File: config.mk
export PLATFORM = sky130hd
export DESIGN_NAME = acc_xfer_unit
export DESIGN_NICKNAME = d
export VERILOG_FILES = /design/src/rtl/acc_xfer_unit.sv
export SDC_FILE = /design/constraint.sdc
export NUM_CORES = 1
export LEC_CHECK = 0
export BUFFER_PORTS_ARGS = -buffer_cell sky130_fd_sc_hd__buf_4
export CORE_ASPECT_RATIO = 0.5
export CORE_MARGIN = 4
export CORE_UTILIZATION = 42
export DETAILED_ROUTE_END_ITERATION = 7
export PLACE_DENSITY_LB_ADDON = 0.1
export REMOVE_ABC_BUFFERS = 1
export SYNTH_ARGS = -nofsm -noshare
export SYNTH_HDL_FRONTEND = slang
export SYNTH_SLANG_ARGS = --single-unit
export TNS_END_PERCENT = 100
File: constraint.sdc
create_clock -name clk -period 1.9 [get_ports clk]
set_input_delay 0.285 -clock clk [delete_from_list [all_inputs] [get_ports clk]]
set_output_delay 0.285 -clock clk [all_outputs]
set_load 0.05 [all_outputs]
File: src/rtl/acc_xfer_unit.sv
module acc_xfer_unit #(
  parameter int DW = 8
) (
  input  logic            clk,
  input  logic            rst_n,
  input  logic            start,
  input  logic [2:0]      op,
  input  logic [DW-1:0]   reg_c,
  input  logic [2*DW-1:0] reg_hl,
  input  logic [DW-1:0]   acc_in,
  output logic            imm_req,
  input  logic            imm_vld,
  input  logic [DW-1:0]   imm_byte,
  output logic            mem_rd,
  output logic            mem_wr,
  output logic [2*DW-1:0] mem_addr,
  output logic [DW-1:0]   mem_wdata,
  input  logic [DW-1:0]   mem_rdata,
  input  logic            mem_ack,
  output logic            acc_we,
  output logic [DW-1:0]   acc_wdata,
  output logic            done,
  output logic            busy
);
  localparam int AW = 2 * DW;
  localparam logic [DW-1:0] PAGE = {DW{1'b1}};

  typedef enum logic [1:0] {S_IDLE, S_OPLO, S_OPHI, S_XFER} st_t;

  st_t            st;
  logic [2:0]     op_q;
  logic [AW-1:0]  addr_q;
  logic [DW-1:0]  wdata_q;
  logic           done_q;
  logic           we_q;
  logic [DW-1:0]  rbyte_q;
  logic           is_load;
  logic           take;

  assign is_load   = (op_q[0] == 1'b0) && (op_q != 3'd6);
  assign take      = imm_req && imm_vld;
  assign imm_req   = (st == S_OPLO) || (st == S_OPHI);
  assign mem_rd    = (st == S_XFER) && is_load;
  assign mem_wr    = (st == S_XFER) && !is_load;
  assign mem_addr  = addr_q;
  assign mem_wdata = wdata_q;
  assign acc_we    = we_q;
  assign acc_wdata = rbyte_q;
  assign done      = done_q;
  assign busy      = (st != S_IDLE);

  always_ff @(posedge clk or negedge rst_n) begin
    if (!rst_n) begin
      st      <= S_IDLE;
      op_q    <= '0;
      addr_q  <= '0;
      wdata_q <= '0;
      done_q  <= 1'b0;
      we_q    <= 1'b0;
      rbyte_q <= '0;
    end else begin
      done_q <= 1'b0;
      we_q   <= 1'b0;
      case (st)
        S_IDLE: begin
          if (start && op != 3'd7) begin
            op_q    <= op;
            wdata_q <= acc_in;
            case (op)
              3'd0, 3'd1: begin
                addr_q <= {PAGE, reg_c};
                st     <= S_XFER;
              end
              3'd2, 3'd3: begin
                addr_q[AW-1:DW] <= PAGE;
                st              <= S_OPLO;
              end
              3'd6: begin
                addr_q <= reg_hl;
                st     <= S_OPLO;
              end
              default: st <= S_OPLO;
            endcase
          end
        end
        S_OPLO: begin
          if (take) begin
            if (op_q == 3'd6) begin
              wdata_q <= imm_byte;
              st      <= S_XFER;
            end else begin
              addr_q[DW-1:0] <= imm_byte;
              st <= (op_q[2:1] == 2'b10) ? S_OPHI : S_XFER;
            end
          end
        end
        S_OPHI: begin
          if (take) begin
            addr_q[AW-1:DW] <= imm_byte;
            st              <= S_XFER;
          end
        end
        S_XFER: begin
          if (mem_ack) begin
            done_q  <= 1'b1;
            we_q    <= is_load;
            rbyte_q <= mem_rdata;
            st      <= S_IDLE;
          end
        end
        default: st <= S_IDLE;
      endcase
    end
  end
endmodule


=== Word level (Yosys, flattened, before mapping) ===
Cells that the tools add are included.

* Add/sub/neg operators: 0
* Multipliers: 0
* Divide/modulo/power cells: 0
* Order comparisons: 0
* Equal/unequal tests: 19
* Shift operators: 0
* Mux-type cells: 24
* Bitwise gates (word level): 1
* Reduce and logical (&&, ||, !) cells: 20

{| class="wikitable"
|+ Operators with widths
! kind !! count
|-
| $pmux W8 S2 || 5
|-
| $mux W8 || 6
|-
| $mux W16 || 1
|-
| $reduce_and A4 Y1 || 3
|-
| $mux W2 || 5
|-
| $ne A2 B2 Y1 const B || 5
|-
| $pmux W2 S4 || 1
|-
| $eq A2 B2 Y1 const B || 3
|-
| $eq A3 B2 Y1 const B || 2
|-
| $eq A3 B3 Y1 const B || 2
|-
| $mux W1 || 6
|-
| $ne A3 B3 Y1 const B || 2
|-
| $reduce_bool A2 Y1 || 3
|-
| $logic_and A1 B1 Y1 || 5
|-
| $reduce_and A5 Y1 || 1
|-
| $reduce_and A2 Y1 || 2
|-
| $reduce_or A4 Y1 || 1
|-
| $eq A3 B1 Y1 const B || 1
|-
| $logic_not A3 Y1 || 1
|-
| $ne A3 B1 Y1 const B || 1
|-
| $ne A3 B2 Y1 const B || 1
|-
| $eq A2 B1 Y1 const B || 1
|-
| $logic_not A2 Y1 || 1
|-
| $ne A2 B1 Y1 const B || 1
|-
| 4 further kinds || 4
|}

* Flip-flop bits (word level): 39
* Bits in latches: 0
* RAM bits: 0
* Bits in read-only memories: 0
* Input port bits: 56
* Output and inout port bits: 38
* Logic and storage cells: 72
* Memories kept: 0

=== Logic depth before layout (Yosys ltp) ===
* Depth in word-level cells: 5
* Gate-level depth with buffers: 8
* Mapped depth without buffers: 6

=== Worst setup path before layout ===
No wires, ideal clock.

* Kind: register to register
* Start point: register st[0]
* End point: register addr_q[10], in the netlist mem_addr[10]
* Library setup time: 0.125 ns
* Data arrival time: 1.988 ns
* Required time: 1.775 ns
* Path slack: -0.214 ns
* Cell stages (with the launch flop): 9
* Path buffers: 2
* Path through: dfrtp_1 -> inv_1 -> ha_1 -> buf_2 -> inv_1 -> a21o_1 -> o2111a_1 -> buf_6 -> mux2_4

* Cells in the longest elaborated chain, start to end: 5
* Elaborated cells between the ends (all ways): 11
* Those cells by class: eq/ne: 5; mux: 1; reduce/logical: 5

{| class="wikitable"
|+ Ends and longest elaborated chain
! what !! line !! RTL
|-
| start: declaration || 30 || <nowiki>st_t st;</nowiki>
|-
| start signal: assignment || 93 || <nowiki>st <= (op_q[2:1] == 2'b10) ? S_OPHI : S_XFER;</nowiki>
|-
| $eq A2 B1 Y1 or $eq A2 B2 Y1 (tied branches) || 42, 64 ||
|-
| $logic_or A1 B1 Y1 || 42 || <nowiki>assign imm_req = (st == S_OPLO) || (st == S_OPHI);</nowiki>
|-
| $logic_and A1 B1 Y1 || 41 || <nowiki>assign take = imm_req && imm_vld;</nowiki>
|-
| $ne A2 B2 Y1 (no line) || n/a ||
|-
| $reduce_and A4 Y1 (no line) || n/a ||
|-
| end signal: assignment || 71 || <nowiki>addr_q <= {PAGE, reg_c};</nowiki>
|-
| end signal: assignment || 79 || <nowiki>addr_q <= reg_hl;</nowiki>
|-
| end signal: indexed assignment || 92 || <nowiki>addr_q[DW-1:0] <= imm_byte;</nowiki>
|-
| end: declaration || 32 || <nowiki>logic [AW-1:0] addr_q;</nowiki>
|}

Several ways; a longest one is shown, not always the timed one.
A chain may end at the register's enable or synchronous reset.

=== Final worst setup path ===
* Start point: register st[0]
* End point: register addr_q[15], in the netlist mem_addr[15]

The elaborated chain is that of the path after synthesis.

==> insert_results.sql <==
INSERT INTO impl_metrics (metric_group, metric, value, unit) VALUES
('timing', 'tns', '0', 'ns'),
('hold_path', 'holdCritPathClass', 'input pin to flip-flop', ''),
('die', 'start_util', '45.6', '%'),
('synthesis', 'synth_most_common_cell', 'sky130_fd_sc_hd__dfrtp_1', ''),
('drt', 'drt_first_pass_iters', '4', ''),
('drt', 'ant_nets', '0', ''),
('die', 'die_x', '108', 'microns'),
('setup_path', 'critical_path_peak_fanout', '8', ''),
('outcome', 'status', 'finished clean', ''),
('place', 'place.gp.congestion', '0.775', ''),
('cells_and_area', 'filler_cell_count', '397', ''),
('synthesis', 'netlist_area', '2110', 'sq um'),
('cells_and_area', 'finish.cell_count_without_fillers', '363', ''),
('pwr', 'power.share.switching', '47.9', '%'),
('cells_and_area', 'final_net_count', '356', ''),
('setup_path', 'r2r_depth', '6', ''),
('timing', 'worst_pin_slew', '0.494', 'ns'),
('setup_path', 'cp.depth', '6', ''),
('pwr', 'p_leak', '1.53', 'nW'),
('timing', 'final_max_slew_viol_count', '0', ''),
('synthesis', 'synthTopCellsByCount', 'sky130_fd_sc_hd__dfrtp_1 (39), sky130_fd_sc_hd__o21ai_0 (25), sky130_fd_sc_hd__nand2_1 (19)', ''),
('setup_path', 'path_class', 'flip-flop to flip-flop', ''),
('synthesis', 'syn-instance-count', '193', ''),
('timing', 'relSlewSlack', '67.0', '%'),
('drt', 'detail_route.vias_per_cell', '4.85', ''),
('setup_path', 'timing.rr.start', 'st[0]$_DFFE_PN0P_', ''),
('cts', 'h-tree-depth', '2', ''),
('synthesis', 'synth_edf_count', '0', ''),
('cells_and_area', 'layout_cells_sized_above_1', '47.8', '%'),
('global_routing', 'grt_pass1_vias', '1855', ''),
('setup_path', 'r2r_slack', '0.12', 'ns'),
('setup_path', 'crit_path_cell_trace', 'inv_1 > buf_4 > ha_1 > nand2b_1 > o2111a_2 > mux2_4', ''),
('pwr', 'internal_power', '0.00317', 'W'),
('setup_path', 'max_stage_delay', '0.39', 'ns'),
('global_routing', 'grt.total_usage', '17.0', '%'),
('pwr', 'ir_drop', '1.22', 'mV'),
('setup_path', 'cp.buffers_inverters', '2', ''),
('synthesis', 'synth-main-ff-cell', 'sky130_fd_sc_hd__dfrtp_1', ''),
('cts', 'cts_made_buffers', '5', ''),
('setup_path', 'worst-endpoint-arrival', '1.95', 'ns'),
('cells_and_area', 'multi_input_comb_area', '1010', 'sq um'),
('synthesis', 'fraction_of_registers_with_async_set_reset', '100', '%'),
('pwr', 'power.share.clock', '10.1', '%'),
('setup_path', 'cp_data_required_time', '2.08', 'ns'),
('setup_path', 'timing.critical_path.to_type', 'flip-flop', ''),
('global_routing', 'grt_overflow_total', '0', ''),
('place', 'io_buffer_count', '93', ''),
('die', 'fp.coreArea', '4620', 'sq um'),
('cts', 'cts.sinks', '39', ''),
('synthesis', 'ys_ff_latch', '39', ''),
('cells_and_area', 'synth_to_final_area_change', '43.8', '%'),
('die', 'die-height', '58.1', 'microns'),
('drt', 'post_drt_wl_per_cell', '14.4', 'microns'),
('cells_and_area', 'seqCellArea', '976', 'sq um'),
('timing', 'final_hold_viol_count', '0', ''),
('pwr', 'seq_power_share', '24.2', '%'),
('timing', 'max_clock_freq', '563', 'MHz'),
('setup_path', 'cp-start-kind', 'flip-flop', ''),
('synthesis', 'yosys.area.top_type_share', '46.3', '%'),
('global_routing', 'grt_antenna_before_repair', '0', ''),
('place', 'hpwlAfterDp', '4.11', 'mm'),
('timing', 'post-route-min-period', '1.78', 'ns'),
('die', 'floorplan.rows', '17', ''),
('job', 'max_cap_violations', '0', ''),
('synthesis', 'netlist-cell-type-count', '33', ''),
('hold_path', 'hold_path_end', 'acc_wdata[0]$_DFFE_PN0P_', ''),
('synthesis', 'ys_top_cells_by_area', 'sky130_fd_sc_hd__dfrtp_1 (46%), sky130_fd_sc_hd__mux2_4 (11%), sky130_fd_sc_hd__o21ai_0 (5.9%)', ''),
('setup_path', 'rr_endpoint', 'mem_addr[15]$_DFFE_PN0P_', ''),
('synthesis', 'mapped_avg_cell_area', '10.9', 'sq um'),
('cts', 'path_clk_slew', '0.08', 'ns'),
('setup_path', 'timing.critical_path.max_delay_family', 'compound AO/OA/AOI/OAI gates', '');
-- layout make-up --
class | count | area share (%)
well taps | 66 | 2.73
inverters | 13 | 1.61
clock buffers | 7 | 3.18
flip-flops and latches | 39 | 32.2
clock inverters | 1 | 0.248
multi-input cells | 130 | 33.4
repair buffers | 107 | 26.6
-- layer usage --
layer	GRT usage, %	routed length (microns)
met1	20.4	2220
met2	30.7	2590
met3	5.23	415
met4	3.24	17
met5	0	0
-- repair_timing --
action                     in CTS  in global routing
hold buffers                    1                  0
hold endpoints to repair       39                  0
resized for setup               2                  3
pin swaps                       0                  0
setup endpoints to repair      16                 15
buffers inserted                0                  0
-- per-stage QoR --
step                      area, sq um  power [W]  hold slack, ns  worst slack, ns
after global placement           2900    0.00539           0.284          -0.0275
final                            3030    0.00608           0.228            0.124
after global routing             3030    0.00643           0.222          0.00752
after detailed placement         2900    0.00548           0.293           -0.102
after CTS                        3020    0.00611           0.223           0.0573
after floorplan                  2020    0.00419         -0.0106           -0.317
-- cells by family (layout without fill, tap and decap cells) --
kind of cell    count (synthesis)  after routing  share of synthesized area (%)
mux                            41             41                           24.2
buf+inv                        24            128                           6.29
flops                          39             39                           46.3
compound gates                 41             41                           11.2
fa+ha+maj                       4              4                           2.38
simple gates                   44             44                           9.62
-- placed cells by master, fill, tap and decap left out, types with 8 or more instances in the layout --
cell	Yosys	final
sky130_fd_sc_hd__mux2i_1	9	9
sky130_fd_sc_hd__mux2_4	16	16
sky130_fd_sc_hd__nor2_1	9	9
sky130_fd_sc_hd__buf_4	1	106
sky130_fd_sc_hd__nand2_1	19	19
sky130_fd_sc_hd__dfrtp_1	39	39
sky130_fd_sc_hd__inv_1	13	13
sky130_fd_sc_hd__mux2_2	8	8
sky130_fd_sc_hd__mux2_1	8	8
sky130_fd_sc_hd__o21ai_0	25	25
-- state kept, by name (all words and copies together) (netlist names) --
register and cells:
mem_addr 16, acc_wdata 8, mem_wdata 8, op_q 3
st 2, acc_we 1, done 1
-- power groups by stage --
stage	clock network (W)	registers, W	logic, W
3_5_place_dp	0	0.00148	0.00399
3_3_place_gp	0	0.00147	0.00392
2_1_floorplan	0	0.00261	0.00157
5_1_grt	0.000669	0.00152	0.00424
6_report	0.000611	0.00147	0.00399
4_1_cts	0.000632	0.00147	0.00401
-- worst max-delay path by stage --
stage,start,end,slack (ns)
after floorplan,st[0]$_DFFE_PN0P_,mem_addr[10]$_DFFE_PN0P_,-0.32
after global placement,st[0]$_DFFE_PN0P_,mem_addr[6]$_DFFE_PN0P_,-0.03
after detailed placement,st[0]$_DFFE_PN0P_,mem_addr[4]$_DFFE_PN0P_,-0.10
after CTS,st[1]$_DFFE_PN0P_,mem_addr[3]$_DFFE_PN0P_,0.06
after global routing,st[0]$_DFFE_PN0P_,mem_addr[3]$_DFFE_PN0P_,0.008
final,st[0]$_DFFE_PN0P_,mem_addr[15]$_DFFE_PN0P_,0.12
(Power assumes the default switching activity.)
